## src/rtl/uart_rx_status_pkg.sv

```systemverilog
package uart_rx_status_pkg;
  typedef struct packed {
    logic rdf;
    logic ovr;
    logic idle;
  } rx_flags_t;
endpackage

```

## src/rtl/rx_clear_seq.sv

```systemverilog
module rx_clear_seq (
  input  logic clk,
  input  logic rst,
  input  logic stat_rd,
  input  logic data_rd,
  output logic clr
);
  logic armed_q;

  always_ff @(posedge clk) begin
    if (rst)          armed_q <= 1'b0;
    else if (stat_rd) armed_q <= 1'b1;
    else if (data_rd) armed_q <= 1'b0;
  end

  assign clr = data_rd & armed_q;

  // a data read with no status read beside it uses up the arm
  assert_arm_consumed_R3: assert property (@(posedge clk) disable iff (rst)
    (data_rd && !stat_rd) |=> !armed_q);
endmodule

```

## src/rtl/rx_data_hold.sv

```systemverilog
module rx_data_hold #(
  parameter int DATA_W = 8
) (
  input  logic              clk,
  input  logic              rst,
  input  logic              byte_done,
  input  logic [DATA_W-1:0] byte_in,
  input  logic              clr,
  output logic [DATA_W-1:0] data_q,
  output logic              rdf_q,
  output logic              ovr_q
);
  logic lose_byte;
  assign lose_byte = byte_done & rdf_q & ~clr;

  always_ff @(posedge clk) begin
    if (rst) begin
      data_q <= '0;
      rdf_q  <= 1'b0;
      ovr_q  <= 1'b0;
    end else if (lose_byte) begin
      ovr_q <= 1'b1;
    end else if (byte_done) begin
      data_q <= byte_in;
      rdf_q  <= 1'b1;
      if (clr) ovr_q <= 1'b0;
    end else if (clr) begin
      rdf_q <= 1'b0;
      ovr_q <= 1'b0;
    end
  end

  assert_load_R1: assert property (@(posedge clk) disable iff (rst)
    (byte_done && !rdf_q) |=> (rdf_q && data_q == $past(byte_in)));

  assert_overrun_keeps_R2: assert property (@(posedge clk) disable iff (rst)
    (byte_done && rdf_q && !clr) |=> (ovr_q && rdf_q && data_q == $past(data_q)));
endmodule

```

## src/rtl/rx_idle_detect.sv

```systemverilog
module rx_idle_detect #(
  parameter int RUN_8 = 10,
  parameter int RUN_9 = 11
) (
  input  logic clk,
  input  logic rst,
  input  logic smp_valid,
  input  logic line_smp,
  input  logic nine_bit,
  input  logic byte_done,
  input  logic clr,
  output logic idle_q
);
  localparam int CNT_W = $clog2(RUN_9 + 1);
  localparam logic [CNT_W-1:0] THR8 = CNT_W'(RUN_8);
  localparam logic [CNT_W-1:0] THR9 = CNT_W'(RUN_9);

  logic [CNT_W-1:0] run_q, run_n, thr;
  logic             armed_q, idle_set;

  assign thr = nine_bit ? THR9 : THR8;

  always_comb begin
    run_n = run_q;
    if (smp_valid) begin
      if (!line_smp)          run_n = '0;
      else if (run_q < THR9)  run_n = run_q + 1'b1;
    end
  end

  assign idle_set = smp_valid & line_smp & armed_q & (run_n >= thr);

  always_ff @(posedge clk) begin
    if (rst) begin
      run_q   <= '0;
      armed_q <= 1'b1;
      idle_q  <= 1'b0;
    end else begin
      run_q <= run_n;
      if (byte_done)     armed_q <= 1'b1;
      else if (idle_set) armed_q <= 1'b0;
      if (idle_set)      idle_q <= 1'b1;
      else if (clr)      idle_q <= 1'b0;
    end
  end

  assert_idle_on_high_R4: assert property (@(posedge clk) disable iff (rst)
    $rose(idle_q) |-> $past(smp_valid && line_smp));

  assert_zero_resets_run_R4: assert property (@(posedge clk) disable iff (rst)
    (smp_valid && !line_smp) |=> !$rose(idle_q));

  assert_disarm_R5: assert property (@(posedge clk) disable iff (rst)
    (idle_set && !byte_done) |=> !armed_q);
endmodule

```

## src/rtl/rx_irq_gen.sv

```systemverilog
module rx_irq_gen
  import uart_rx_status_pkg::*;
(
  input  logic      clk,
  input  logic      rst,
  input  rx_flags_t flags,
  input  logic      rx_ie,
  input  logic      idle_ie,
  input  logic      irq_mask,
  output logic      irq_q
);
  logic req;
  assign req = (rx_ie & (flags.rdf | flags.ovr)) | (idle_ie & flags.idle);

  always_ff @(posedge clk) begin
    if (rst) irq_q <= 1'b0;
    else     irq_q <= req & ~irq_mask;
  end

  assert_irq_masked_R6: assert property (@(posedge clk) disable iff (rst)
    irq_mask |=> !irq_q);

  assert_irq_has_source_R6: assert property (@(posedge clk) disable iff (rst)
    $rose(irq_q) |-> $past(flags.rdf || flags.ovr || flags.idle));
endmodule

```

## src/rtl/uart_rx_status.sv

```systemverilog
module uart_rx_status
  import uart_rx_status_pkg::*;
#(
  parameter int DATA_W = 8,
  parameter int RUN_8  = 10,
  parameter int RUN_9  = 11
) (
  input  logic              clk,
  input  logic              rst,
  input  logic              byte_done,
  input  logic [DATA_W-1:0] byte_in,
  input  logic              stat_rd,
  input  logic              data_rd,
  input  logic              smp_valid,
  input  logic              line_smp,
  input  logic              nine_bit,
  input  logic              rx_ie,
  input  logic              idle_ie,
  input  logic              irq_mask,
  output logic [DATA_W-1:0] rx_data,
  output logic              rdf,
  output logic              ovr,
  output logic              idle,
  output logic              irq
);
  logic      clr;
  rx_flags_t flags;

  rx_clear_seq u_clr (
    .clk(clk), .rst(rst), .stat_rd(stat_rd), .data_rd(data_rd), .clr(clr)
  );

  rx_data_hold #(.DATA_W(DATA_W)) u_hold (
    .clk(clk), .rst(rst), .byte_done(byte_done), .byte_in(byte_in),
    .clr(clr), .data_q(rx_data), .rdf_q(rdf), .ovr_q(ovr)
  );

  rx_idle_detect #(.RUN_8(RUN_8), .RUN_9(RUN_9)) u_idle (
    .clk(clk), .rst(rst), .smp_valid(smp_valid), .line_smp(line_smp),
    .nine_bit(nine_bit), .byte_done(byte_done), .clr(clr), .idle_q(idle)
  );

  assign flags = '{rdf: rdf, ovr: ovr, idle: idle};

  rx_irq_gen u_irq (
    .clk(clk), .rst(rst), .flags(flags), .rx_ie(rx_ie), .idle_ie(idle_ie),
    .irq_mask(irq_mask), .irq_q(irq)
  );

  // overrun only drops on a data register read
  assert_ovr_clear_by_read_R3: assert property (@(posedge clk) disable iff (rst)
    $fell(ovr) |-> $past(data_rd));
endmodule

```

## config.mk

```make
export PLATFORM = sky130hd
export DESIGN_NAME = uart_rx_status
export DESIGN_NICKNAME = d
export VERILOG_FILES = /design/src/rtl/uart_rx_status_pkg.sv /design/src/rtl/rx_clear_seq.sv /design/src/rtl/rx_data_hold.sv /design/src/rtl/rx_idle_detect.sv /design/src/rtl/rx_irq_gen.sv /design/src/rtl/uart_rx_status.sv
export SDC_FILE = /design/constraint.sdc
export NUM_CORES = 1
export LEC_CHECK = 0
export ABC_CLOCK_PERIOD_IN_PS = 2700
export BUFFER_PORTS_ARGS = -buffer_cell sky130_fd_sc_hd__buf_2
export CORE_MARGIN = 5
export CORE_UTILIZATION = 40
export DETAILED_ROUTE_END_ITERATION = 6
export PLACE_DENSITY = 0.73
export SYNTH_ARGS = -nofsm -noshare
export SYNTH_HDL_FRONTEND = slang
export SYNTH_SLANG_ARGS = --single-unit
```

## constraint.sdc

```tcl
create_clock -name clk -period 2.7 [get_ports clk]
set_input_delay 0.27 -clock clk [delete_from_list [all_inputs] [get_ports clk]]
set_output_delay 0.27 -clock clk [all_outputs]
set_load 0.01 [all_outputs]
```

Word level (Yosys, flattened, before mapping)
Cells that the tools add are included.
W data, S select, Z words.

operators by class
  add/sub/neg operators = 1
  magnitude comparators = 2
  muxes and demuxes = 10
  bitwise operators = 14
  reductions and logical operators = 7

operators with widths
  cell                   number
  $mux W4                3
  $and A1 B1 Y1          9
  $reduce_bool A2 Y1     4
  $mux W1                7
  $add A4 B1 Y4 const B  1
  $ge A4 B4 Y1           1
  $lt A4 B4 Y1 const B   1
  $reduce_and A2 Y1      2
  $not A1 Y1             3
  $or A1 B1 Y1           2
  $reduce_or A2 Y1       1

storage, ports and cells
  bits in registers = 18
  input bits = 19
  output and inout bits = 12
  logic and storage cells = 42

Depth between registers and ports, before layout
Gate-level depths: netlist of the first run.

  depth in word-level cells = 7
  mapped depth = 9
  depth with buffers taken out = 9

Modules after synthesis
A second synthesis of the first run with hierarchy kept.

unflattened totals
  cells, all modules = 91
  area, all modules = 883.3 um2

by module, submodules not included
  module          times used  cells an instance  area each (um2)  seq. area each (um2)
  rx_data_hold    1           42                 430.4            200.2
  rx_idle_detect  1           40                 365.4            120.1
  rx_clear_seq    1           5                  46.3             20.0
  rx_irq_gen      1           4                  41.3             20.0

Worst setup path after synthesis of the first run
OpenSTA, ideal clock, no wires.

  path kind = register -> register
  start = reg u_idle.run_q[0]
  end = reg u_idle.idle_q
  setup time = 128 ps
  data arrival time = 1783 ps
  data required time = 2572 ps
  setup slack = 790 ps
  cell stages (with the launch flop) = 10
  buffers on the path = 0
  clock period less this slack = 1910 ps
  cell sequence = dfxtp_1 -> ha_1 -> o21ai_0 -> o21ai_0 -> mux2i_1 -> ha_1 -> nand2b_1 -> and2_1 -> a32oi_1 -> a31oi_1

between the ends
  longest elaborated chain between the ends = 7
  elaborated cells on any way between the ends = 9
  classes of those cells = add/sub: 1; order compare: 2; mux: 4; bitwise: 1; reduce/logical: 1

RTL lines
  element                                               line                  RTL
  from (decl)                                           rx_idle_detect.sv:18  logic [CNT_W-1:0] run_q, run_n, thr;
  from (signal assigned)                                rx_idle_detect.sv:39  run_q <= run_n;
  $add A4 B1 Y4 / $lt A4 B4 Y1 (equally long branches)  rx_idle_detect.sv:27  else if (run_q < THR9) run_n = run_q + 1'b1;
  $mux W4                                               rx_idle_detect.sv:27
  $mux W4                                               rx_idle_detect.sv:26  if (!line_smp) run_n = '0;
  $mux W4 (*)                                           rx_idle_detect.sv:25  if (smp_valid) begin
  $ge A4 B4 Y1 (*)                                      rx_idle_detect.sv:31  assign idle_set = smp_valid & line_smp & armed_q & (run_n >= thr);
  $and A1 B1 Y1 (*)                                     rx_idle_detect.sv:31
  $mux W1 / $reduce_bool A2 Y1 (equally long branches)  -
  to (signal assigned)                                  rx_idle_detect.sv:37  idle_q <= 1'b0;
  to (signal assigned)                                  rx_idle_detect.sv:42  if (idle_set) idle_q <= 1'b1;
  to (signal assigned)                                  rx_idle_detect.sv:43  else if (clr) idle_q <= 1'b0;
  to (decl)                                             rx_idle_detect.sv:12  output logic idle_q

Every way passes the cells marked *; elsewhere a longest branch is shown, timed or not.
A chain may end at the register's enable or synchronous reset.

Worst setup path in the final report of the first run
  start = reg u_idle.run_q[1]
  end = reg u_idle.idle_q

Same word-level chain as after synthesis.

==> impl_summary.md, run 1 <==
Hold path
The min-delay analysis places its worst path in the category in2reg.

Global route
In the global route stage, overall resource usage came out at 0.119. The maximum number of pins on one net before global-route repair is 19. The total congestion overflow is 0. The number of global-route vias before repair is approximately 590. In the global route stage, met3 resource usage came out at 0.0254.

In the global route stage, met1 resource usage came out at 0.147. The most heavily used metal layer in global routing is met2. For met2 alone, demand over resource in global routing was 0.178.

The initial antenna violation count is 0. The first global-routing pass estimated ~2400 microns of wire.

Floorplanning
The total area inside the core boundary comes to between 1500 and 2000 sq um. The die extent in y is approximately 53 microns. For this configuration, the core starts out at a cell density of 0.422. The overall die width is around 53 microns. The area of the die is approximately 2800 sq um. For this design the top-level I/O count stands at 31. The standard-cell row count is 15.

Worst setup path
The worst setup path is launched from a flop. The category of the most critical setup path is reg2reg. For the worst setup path, the data arrival time is 2360 ps. Of all nets on the critical path, the largest fanout is 4. The endpoint class of the critical path is a flop. STA puts the critical path data required time at between 2000 and 3000 ps.

Clocking
CTS saw 18 sinks. TritonCTS built the clock tree. The number of hold buffers added after CTS is 0.

The clock reaches the later pin of the worst-skew pair after 290 ps. Clock tree synthesis inserted a total of 3 buffers. The number of setup buffers added after CTS is 0. CTS built an H-tree with a depth of 1. The maximum number of buffers from clock root to sink is 2. The library cell used as clock root buffer is sky130_fd_sc_hd__clkbuf_4. The clock transition at the registers of the reported paths is 100 ps.

After clock tree synthesis, the repair step resized 0 gates.

Timing
Of the available clock period, the critical path in the final layout requires 0.808. Across the routed clock network, the largest skew measured is around 3.8 ps. Summed over all failing endpoints, the final setup total negative slack is 0 ps. The minimum clock period after layout is approximately 2200 ps.

The max-slew violation total from the final report is 0. The maximum frequency from static timing analysis is 459 MHz. The worst max-slew margin expressed relative to the limit is 0.746. At the pin with the least slew margin, the transition time is ~380 ps. The final hold violation count is 0. Setup violations remaining at the end of the flow were counted as 0. Setup repair after global routing left no endpoint under its margin.

Routing
The overall via count from detail_route is approximately 650. Summed over all layers, the routed wires come to roughly 1500 microns. In the routed design, unresolved DRC markers number 0. Once detail routing completed, the nets flagged for antenna violations numbered 0. The count of TritonRoute iterations in the first routing pass is 2. The iteration-0 DRC count of the detailed router is 3. The average vias per placed instance is a little under 5. The routed length per placed instance is between 10 and 15 microns.

Logic synthesis
The total of warnings raised by yosys is 0. Of all flip-flops after synthesis, the portion carrying an async set or reset was 0. The cell area after technology mapping is around 740 sq um.

The share of the Yosys chip area taken by registers is 0.490. The simple-gate portion of the synthesized area is 0.151. The largest family of logic cells by synthesized area is compound AO/OA/AOI/OAI gates.

The number of storage elements in the synthesis netlist is 18. Counting flops with a built-in enable in the synthesized netlist gives 0. The share of the synthesized netlist area taken by xor and xnor gates is 0.

Synthesis instantiated 26 different standard cells from the library. The average cell area after synthesis is ~9.7 sq um. The prevailing post-synth register cell is sky130_fd_sc_hd__dfxtp_1. After synthesis, the share of cell area in mux cells is 0.122.

The post-synth net total is 97. Synthesis produced between 70 and 80 cells. Of the total synthesized cell area, the portion taken by full adders, half adders and majority gates is 0.0340.

The post-synthesis compound-gate area fraction was 0.175.

Pwr
Of the total power, the clock network draws 0.318. The combinational share of power is 0.130. The portion of total power attributed to sequential cells is 0.552. The fraction of power spent switching nets is 0.238.

The worst-case IR drop observed on VDD is between 0.2 and 0.25 mV. In this run the power spent charging and discharging nets is around 120 uW. In this run the power density over the cells is between 500 and 600 nW/um^2. The cell-internal power is between 300 and 400 uW. The leakage power is 0.472 nW.

Placed design
The instance count after placement with tap cells included is between 100 and 150. The post-DP HPWL is 1180 microns. Summing all placed instances gives a cell area of 905 sq um. Routability-driven placement finished with a final weighted congestion of 0.685. In this run the tool buffered the top-level ports with 30 buffer cells.

Layout
The number of standard cells in the layout, taps in and fillers out is roughly 130. The post-route standard cell area excluding fillers is between 900 and 1000 sq um. The count of antenna diodes in the layout is 0.

The synthesis-to-layout area growth is 27.9%. The net total in the final layout is around 130. Measured on the finished design, the core utilization comes to 0.539. The share of post-route cells with drive strength above 1 is 0.364.

Run
The number of maximum-capacitance violations is 0.

Outcome
The flow ran to the end, and the final reports show no timing, DRC or antenna violations.
==> cell type report <==
class	count	area, sq um
sequential	18	360
tap	25	31.3
timing repair buffer	30	150
multi-input combinational	53	355
fill	168	805
inverter	2	7.51
clock buffer	4	36.3
==> metrics by stage <==
stage | setup slack, ps | hold slack [ps] | total power [mW]
after floorplan | 790 | 343 | 0.329
after global placement | 677 | 433 | 0.356
after detailed placement | 572 | 435 | 0.358
after global routing | 373 | 118 | 0.540
final | 520 | 124 | 0.515
after CTS | 543 | 118 | 0.523
==> sequential cells by signal, summed over array words and instances (netlist names) <==
signal and flops:
u_idle.armed_q 1, u_irq.irq_q 1, u_hold.data_q 8, u_hold.ovr_q 1
u_idle.idle_q 1, u_idle.run_q 4, u_clr.armed_q 1, u_hold.rdf_q 1
==> cells in the final DEF (no fill, tap or decap), types with 2 or more instances in the layout <==
cell type                  count
sky130_fd_sc_hd__buf_2        30
sky130_fd_sc_hd__dfxtp_1      18
sky130_fd_sc_hd__nor2_1       13
sky130_fd_sc_hd__mux2i_1       9
sky130_fd_sc_hd__a21oi_1       5
sky130_fd_sc_hd__o21ai_0       4
sky130_fd_sc_hd__nand2_1       3
sky130_fd_sc_hd__clkbuf_4      3
sky130_fd_sc_hd__inv_1         2
sky130_fd_sc_hd__a211oi_1      2
sky130_fd_sc_hd__ha_1          2
==> cells in the mapped netlist (2+ instances only) <==
| cell type | count | area share |
|---|---|---|
| sky130_fd_sc_hd__clkbuf_1 | 2 | 0.010 |
| sky130_fd_sc_hd__ha_1 | 2 | 0.034 |
| sky130_fd_sc_hd__a21oi_1 | 5 | 0.034 |
| sky130_fd_sc_hd__o21ai_0 | 4 | 0.027 |
| sky130_fd_sc_hd__inv_1 | 2 | 0.010 |
| sky130_fd_sc_hd__dfxtp_1 | 18 | 0.49 |
| sky130_fd_sc_hd__a211oi_1 | 2 | 0.020 |
| sky130_fd_sc_hd__mux2i_1 | 9 | 0.12 |
| sky130_fd_sc_hd__nor2_1 | 13 | 0.066 |
| sky130_fd_sc_hd__nand2_1 | 3 | 0.015 |
==> path summary, 6_finish.rpt <==
path                              start                         end  slack [ps]  cells past startpoint
min reg2reg  u_clr.armed_q$_SDFFE_PP0P_   u_hold.ovr_q$_SDFFE_PP0P_         480                      1
max reg2reg  u_idle.run_q[1]$_SDFF_PP0_  u_idle.idle_q$_SDFFE_PP0P_         520                      9
min                            irq_mask      u_irq.irq_q$_SDFF_PP0_         120                      2
max          u_idle.run_q[1]$_SDFF_PP0_  u_idle.idle_q$_SDFFE_PP0P_         520                      9
==> power groups by stage <==
stage | combinational [mW] | sequential (mW) | clock [mW]
5_1_grt | 0.0754 | 0.286 | 0.179
3_5_place_dp | 0.0674 | 0.291 | 0
4_1_cts | 0.0680 | 0.285 | 0.170
6_report | 0.0669 | 0.284 | 0.164
3_3_place_gp | 0.0663 | 0.290 | 0
2_1_floorplan | 0.0337 | 0.295 | 0
==> worst max-delay path: stages (launching register included) <==
cell and delay [ps]:
sky130_fd_sc_hd__dfxtp_1 390, sky130_fd_sc_hd__ha_1 180, sky130_fd_sc_hd__o21ai_0 100, sky130_fd_sc_hd__o21ai_0 340, sky130_fd_sc_hd__mux2i_1 170, sky130_fd_sc_hd__ha_1 290
sky130_fd_sc_hd__nand2b_1 150, sky130_fd_sc_hd__and2_1 150, sky130_fd_sc_hd__a32oi_1 200, sky130_fd_sc_hd__a31oi_1 110
==> logic make-up after synthesis <==
logic type,after synthesis
adders and majority gates,2
muxes,9
and+or+nand+nor,23
AOI/OAI and AO/OA,19
buffers and inverters,5
DFF,18
==> metal layers <==
layer  vias up  wire, microns
met5         -              0
met3         5            101
met4         0             41
met1       291            674
met2        20            693
li1        331              -
Power figures use the tool's default switching activity.
==> run 2: changes to the inputs <==
--- a/config.mk
+++ b/config.mk
@@ -5,12 +5,12 @@
 export SDC_FILE = /design/constraint.sdc
 export NUM_CORES = 1
 export LEC_CHECK = 0
-export ABC_CLOCK_PERIOD_IN_PS = 2700
+export ABC_CLOCK_PERIOD_IN_PS = 1800
 export BUFFER_PORTS_ARGS = -buffer_cell sky130_fd_sc_hd__buf_2
 export CORE_MARGIN = 5
 export CORE_UTILIZATION = 40
 export DETAILED_ROUTE_END_ITERATION = 6
-export PLACE_DENSITY = 0.73
+export PLACE_DENSITY = 0.75
 export SYNTH_ARGS = -nofsm -noshare
 export SYNTH_HDL_FRONTEND = slang
 export SYNTH_SLANG_ARGS = --single-unit
==> constraint.sdc (replaced) <==
create_clock -name clk -period 1.8 [get_ports clk]
set_input_delay 0.18 -clock clk [delete_from_list [all_inputs] [get_ports clk]]
set_output_delay 0.18 -clock clk [all_outputs]
set_load 0.01 [all_outputs]
==> run 2 against run 1 <==
  * The flow now finishes with violations (negative setup slack)
  * Worst hold slack worse by 99 ps
  * Sequential power rose by 50%
  * Critical path type unchanged
  * Sequential share of layout area shrank 4.4 points
  * Critical path depth is the same
  * Clock-buffer cell count stayed put
  * Utilization increased by 7.4 points
  * Largest power group unchanged
  * Largest cell class is now multi-input gates
  * Combinational power up 100%
  * Non-clock buffer count grew 7
==> impl_summary.md, run 2 (synthesis gave the netlist of run 1 again) <==
Worst setup path
The nature of the critical path startpoint is a flop. The largest fanout on the critical path is 2. The worst setup path is captured at a flop. The data required time at the worst endpoint is 2050 ps. The category of the most critical setup path is reg2reg. The signal arrival time at the worst endpoint is roughly 2100 ps.

Layout
The net total in the final layout is about 140. The register with the most flip-flops in the layout has 8 of them. The library cells used most frequently in the layout, excluding fill and tap cells, are sky130_fd_sc_hd__buf_2, sky130_fd_sc_hd__dfxtp_1, sky130_fd_sc_hd__nor2_1, sky130_fd_sc_hd__mux2i_1, sky130_fd_sc_hd__buf_4. In the final layout, the share of cells above drive strength 1 is 0.491. Relative to the synthesized area, the layout overhead comes to 45.4%. Once layout is complete, the utilization of the core stands at 0.613. The number of antenna diodes in the final layout is 0.

The register bank with the most flops is u_hold.data_q. The largest registers in the layout are u_hold.data_q (8), u_idle.run_q (4). Leaving out filler cells and counting taps, the final layout contains ~140. The library cell used most frequently in the layout, excluding fill and tap cells, is sky130_fd_sc_hd__buf_2.

Global route
Across every metal layer, demand over resource in global routing totals 0.138. The initial antenna violation count is 0. The first global-routing pass estimated between 2000 and 3000 microns of wire. The maximum number of pins on one net before global-route repair is 19.

The number of global-route vias before repair was about 670. The total congestion overflow is 0.

Timing
The smallest clock period supported by the final layout is computed as between 1500 and 2000 ps. The maximum frequency from static timing analysis is 535 MHz. Dividing the final minimum period by the clock period gives 1.04. In the post-route analysis, the smallest setup slack over all paths is -67.5 ps. The final hold violation count is 0. Measured against its own limit, the worst slew margin works out to 0.775. Clock skew on the completed layout was measured at 5.73 ps. At the pin with the least slew margin, the transition time is roughly 340 ps. The number of endpoints failing setup at the final stage is 2.

The max-slew violation total from the final report was 0. Setup repair after global routing could not meet its margin everywhere.

Clocking
In this run the clock root is driven by a sky130_fd_sc_hd__clkbuf_4. TritonCTS built the clock tree. After clock tree synthesis, the clock-pin slew on the worst setup and hold paths is about 110 ps.

The clock drives 18 sinks. The maximum number of buffers from clock root to sink is 2. After clock tree synthesis, the flow added hold-fix buffers numbering 0.

CTS built an H-tree with a depth of 1. The clock latency on the worst-skew pair is roughly 300 ps. The TritonCTS buffer count is 3.

Floorplanning
The die extent in y is 52.9 microns. The standard-cell row count is 15. For this design the top-level I/O count stands at 31.

The core region is between 1500 and 2000 sq um. The overall die width is between 50 and 60 microns. The effective utilization at floorplan is 0.422. The die covers 2800 sq um.

Routing
The average vias per placed instance is a little over 5. After detailed routing, the total wire length is between 1500 and 2000 microns. The number of remaining DRC errors is 0. The routed layout has slightly above 700 vias.

The count of TritonRoute iterations in the first routing pass is 4. The routed length per placed instance is approximately 13 microns. The iteration-0 DRC count of the detailed router is 5. The detail route stage leaves a number of antenna-violating nets equal to 0.

Placed design
In this run the tool buffered the top-level ports with 30 buffer cells. Once placement completed, the tool counted placed cells totaling roughly 130. The final weighted congestion in routability-driven placement is 0.722. Detailed placement finished with a half-perimeter wire length of between 1000 and 1500 microns.

Pwr
The largest vdd supply drop is between 0.4 and 0.5 mV. Dividing total power by cell area gives a power density of 760 nW/um^2. In this run the static leakage power is about 0.52 nW.

Run
The tool flagged a number of max-cap violations equal to 0.

Outcome
The run finished, with violations left. The final reports fail on negative setup slack.

Hold path
The class of the tightest hold or removal check is in2reg.
## run 2: cell types whose count changed in the layout (fill, tap and decap cells not counted), sizes merged
| cell | change |
|---|---|
| buf | +7 |
## run 2: metrics by stage
| stage | power (mW) | TNS (ps) | hold WS (ps) | cell area [sq um] | setup WS (ps) |
|---|---|---|---|---|---|
| floorplan | 0.499 | -6.79 | 253 | 754 | -6.79 |
| global placement | 0.547 | -53.2 | 341 | 961 | -32.1 |
| detailed placement | 0.551 | -290 | 344 | 961 | -151 |
| CTS | 0.801 | -310 | 26.9 | 1020 | -158 |
| global route | 0.851 | -279 | 21.1 | 1070 | -150 |
| finish | 0.813 | -131 | 24.3 | 1070 | -67.5 |
## run 2: path summary, 6_finish.rpt
| check | slack, ps | from | cells past startpoint | to |
|---|---|---|---|---|
| worst max-delay path | -70 | u_idle.run_q[1]$_SDFF_PP0_ | 9 | u_idle.armed_q$_SDFFE_PP1P_ |
| worst min-delay path | 20 | irq_mask | 2 | u_irq.irq_q$_SDFF_PP0_ |
| worst max register to register | -70 | u_idle.run_q[1]$_SDFF_PP0_ | 9 | u_idle.armed_q$_SDFFE_PP1P_ |
| worst min register to register | 470 | u_clr.armed_q$_SDFFE_PP0P_ | 1 | u_hold.ovr_q$_SDFFE_PP0P_ |
## run 2: what timing repair did
item	in CTS	in global routing
gates cloned	0	0
buffers inserted	1	1
setup endpoints to repair	2	2
pin swaps	8	7
resized for setup	3	6
## run 2: layout make-up
cell class	instances	area [sq um]
Tap cell	25	31.3
Multi-Input combinational cell	53	429
Inverter	2	7.51
Sequential cell	18	363
Fill cell	159	676
Clock buffer	4	36.3
Timing Repair Buffer	37	203
## run 2: metal layers
layer / vias up / track usage / part of all wire
li1: 348 / - / -
met1: 334 / 0.156 / 0.43
met2: 27 / 0.240 / 0.49
met3: 4 / 0.0169 / 0.060
met4: 0 / 0.0894 / 0.020
met5: - / 0 / 0
## run 2: critical path: stages (launching register included)
cell and delay (ps):
sky130_fd_sc_hd__dfxtp_2 350, sky130_fd_sc_hd__ha_4 160, sky130_fd_sc_hd__o21ai_4 150, sky130_fd_sc_hd__and3_4 230
sky130_fd_sc_hd__mux2i_4 80, sky130_fd_sc_hd__ha_4 220, sky130_fd_sc_hd__nand2b_4 140, sky130_fd_sc_hd__and2_4 130
sky130_fd_sc_hd__a32oi_2 190, sky130_fd_sc_hd__a31o_1 170
## run 2: where the power goes
group          internal (mW)  switching [mW]  total [mW]
logic                 0.0711          0.0638       0.135
clock network          0.123           0.127       0.251
registers              0.417          0.0106       0.427
==> run 3: changes to the inputs <==
--- a/config.mk
+++ b/config.mk
@@ -7,8 +7,10 @@
 export LEC_CHECK = 0
 export ABC_CLOCK_PERIOD_IN_PS = 1800
 export BUFFER_PORTS_ARGS = -buffer_cell sky130_fd_sc_hd__buf_2
+export CELL_PAD_IN_SITES_DETAIL_PLACEMENT = 1
+export CELL_PAD_IN_SITES_GLOBAL_PLACEMENT = 2
 export CORE_MARGIN = 5
-export CORE_UTILIZATION = 40
+export CORE_UTILIZATION = 23
 export DETAILED_ROUTE_END_ITERATION = 6
 export PLACE_DENSITY = 0.75
 export SYNTH_ARGS = -nofsm -noshare
==> run 3 against run 2 <==
  * The flow still finishes with violations (negative setup slack)
  * Register-to-register slack about the same
  * Combinational power shrank 7%
  * Clock power about the same
  * Design area decreased by 1.2%
  * Flip-flop and latch count stayed put
  * Global-route usage decreased by 4.2 points
  * Largest cell class unchanged
==> impl_summary.md, run 3 (synthesis gave the netlist of run 1 again) <==
Routing
The average vias per placed instance is between 4 and 5. Detailed routing inserted a total of 687 vias. For this block, the routed nets add up to 1920 microns of wire.

For this block, the initial DRC count from the detailed router was 19. Dividing the detail-routed wire length by the instance count gives 12.3 microns. The number of remaining DRC errors is 0. The count of TritonRoute iterations in the first routing pass is 3.

In this run the remaining antenna-violating nets after routing total 0.

Hold path
The class of the tightest hold or removal check is in2reg.

Floorplanning
The standard-cell row count is 20. The die extent in y is about 67 microns. From left edge to right edge, the die measures 66.6 microns. The core footprint is about 3100 sq um. For this configuration, the core starts out at a cell density of 0.241.

The area of the die is roughly 4400 sq um. Pin placement for this block handled 31 I/O pins.

Global route
The first global-routing pass estimated around 3200 microns of wire. The maximum number of pins on one net before global-route repair is 19. The all-layer global routing usage is 0.0963. The number of global-route vias before repair came to between 700 and 800. The initial antenna violation count was 0.

The total congestion overflow is 0.

Worst setup path
The category of the most critical setup path is reg2reg. STA classifies the critical path endpoint as a flop. The register-to-register setup slack is -50 ps. The worst setup path endpoint is u_idle.idle_q$_SDFFE_PP0P_.

The path depth of the worst reg2reg path is 9. Data on the critical path is required at its endpoint by between 1500 and 2000 ps. The nature of the critical path startpoint is a flop. In this run the critical register-to-register path is launched from u_idle.run_q[1]$_SDFF_PP0_. The worst register-to-register path ends at u_idle.idle_q$_SDFFE_PP0P_. Data arrives at the worst endpoint at between 2000 and 2500 ps. The largest fanout on the critical path is 2. The launch point of the critical path is u_idle.run_q[1]$_SDFF_PP0_.

Pwr
The fraction of power spent switching nets is 0.247. The combinational share of power is 0.155. The cell-internal power is ~600 uW. The total power after layout is around 800 uW.

The largest vdd supply drop is 0.238 mV. The net switching power is a little under 200 uW. Summed over all cells, the static leakage comes to 0.506 nW. In this run the power density over the cells is about 760 nW/um^2. The portion of total power attributed to sequential cells is 0.533. The clock share of power is 0.312.

Layout
The end-of-flow core utilization is 0.346. Relative to the synthesized area, the layout overhead comes to 43.7%. After routing the design area is roughly 1100 sq um. The library cells used most frequently in the layout, excluding fill and tap cells, are sky130_fd_sc_hd__buf_2, sky130_fd_sc_hd__dfxtp_1, sky130_fd_sc_hd__nor2_1, sky130_fd_sc_hd__mux2i_1. Leaving out fill and tap cells, the most frequent cell in the layout is sky130_fd_sc_hd__buf_2. The number of flip-flops under the largest register name is 8. The register bank with the most flops is u_hold.data_q. The net total in the final layout is between 100 and 150. The count of antenna diodes in the layout is 0. In the final layout, the registers with the most flip-flops are u_hold.data_q (8), u_idle.run_q (4).

The share of post-route cells with drive strength above 1 is 0.473.

Timing
The final hold violation count is 0. Setup repair after global routing could not meet its margin everywhere. The post-route fraction of the period consumed by the critical path is 1.03. Setup violations remaining at the end of the flow were counted as 2. In the final timing run, aggregate negative setup slack is -96.3 ps. The minimum clock period after layout is 1850 ps. For the pin with the worst max-slew slack, the measured transition is 333 ps. The worst setup margin is -54.0 ps. The final clock skew is 0.663 ps.

The max-slew violation total from the final report is 0. Derived from the worst setup path, the maximum achievable clock frequency is between 500 and 600 MHz. The worst max-slew margin expressed relative to the limit is 0.778.

Clocking
The number of hold buffers added after CTS is 0. The TritonCTS buffer count is 3. The clock transition at the registers of the reported paths is around 100 ps. The library cell used as clock root buffer is sky130_fd_sc_hd__clkbuf_4. The clock sink total is 18. In this run the number of H-tree levels came out at 1. Counting along the longest clock path gives a buffer depth of 2.

The CTS tree is built. The clock latency on the worst-skew pair is between 200 and 300 ps.

Placed design
The final weighted congestion in routability-driven placement is roughly 0.85. The total of buffers placed on input and output ports is 30. After detailed placement, the total cell area comes to a little under 1000 sq um. The post-DP HPWL is between 1500 and 2000 microns.

Outcome
The flow ran to the end, but the final reports show violations. The checks that failed: negative setup slack.

Run
Max-cap violations in this run came to 0.
==> run 3: cell count changes in the layout (fill, tap and decap cells not counted) <==
cell                      change
sky130_fd_sc_hd__ha_4         -1
sky130_fd_sc_hd__ha_1         +1
sky130_fd_sc_hd__mux2i_4      -1
sky130_fd_sc_hd__mux2i_2      +1
sky130_fd_sc_hd__buf_4        -2
==> run 3: cell type report <==
class / instances / area, sq um
clock buffers: 4 / 36.3
multi-input cells: 53 / 408
repair buffers: 35 / 188
inverters: 2 / 7.51
fillers: 390 / 2000
well taps: 44 / 55.1
flip-flops and latches: 18 / 363
==> run 3: metal layers <==
layer	global-route usage	up-vias	wire, microns
met3	0.0253	5	143
met1	0.113	317	884
li1	-	342	-
met2	0.161	23	853
met5	0	-	0
met4	0.0457	0	35
==> run 3: how the worst min path moves through the flow <==
stage / start / endpoint / cells after the start
CTS: irq_mask / u_irq.irq_q$_SDFF_PP0_ / 2
detailed placement: irq_mask / u_irq.irq_q$_SDFF_PP0_ / 2
global route: irq_mask / u_irq.irq_q$_SDFF_PP0_ / 2
global placement: irq_mask / u_irq.irq_q$_SDFF_PP0_ / 2
finish: irq_mask / u_irq.irq_q$_SDFF_PP0_ / 2
floorplan: irq_mask / u_irq.irq_q$_SDFF_PP0_ / 1
==> run 3: power groups by stage <==
stage | sequential (mW) | clock, mW | combinational [mW]
after floorplan | 0.443 | 0 | 0.0560
after global placement | 0.435 | 0 | 0.115
after detailed placement | 0.436 | 0 | 0.118
after CTS | 0.428 | 0.263 | 0.127
after global routing | 0.431 | 0.284 | 0.140
final | 0.428 | 0.251 | 0.125
==> run 3: what timing repair did <==
action | 4_1_cts | 5_1_grt
buffers inserted | 1 | 0
endpoints found under the setup margin | 2 | 2
pin swaps | 7 | 6
gates resized for setup | 5 | 2
==> run 3: stage by stage <==
stage	worst slack, ps	hold slack [ps]	std cells
final	-54.0	25.7	156
after global routing	-154	21.1	156
after CTS	-88.2	17.0	156
after detailed placement	-116	343	151
after global placement	-42.1	342	151
after floorplan	-6.79	253	76
==> run 3: worst max-delay path: stages, from the launching register on <==
cell	delay, ps
sky130_fd_sc_hd__dfxtp_2	350
sky130_fd_sc_hd__ha_4	160
sky130_fd_sc_hd__o21ai_4	140
sky130_fd_sc_hd__and3_4	200
sky130_fd_sc_hd__mux2i_2	70
sky130_fd_sc_hd__ha_1	280
sky130_fd_sc_hd__nand2b_4	150
sky130_fd_sc_hd__and2_4	130
sky130_fd_sc_hd__a32oi_2	170
sky130_fd_sc_hd__a31oi_1	100
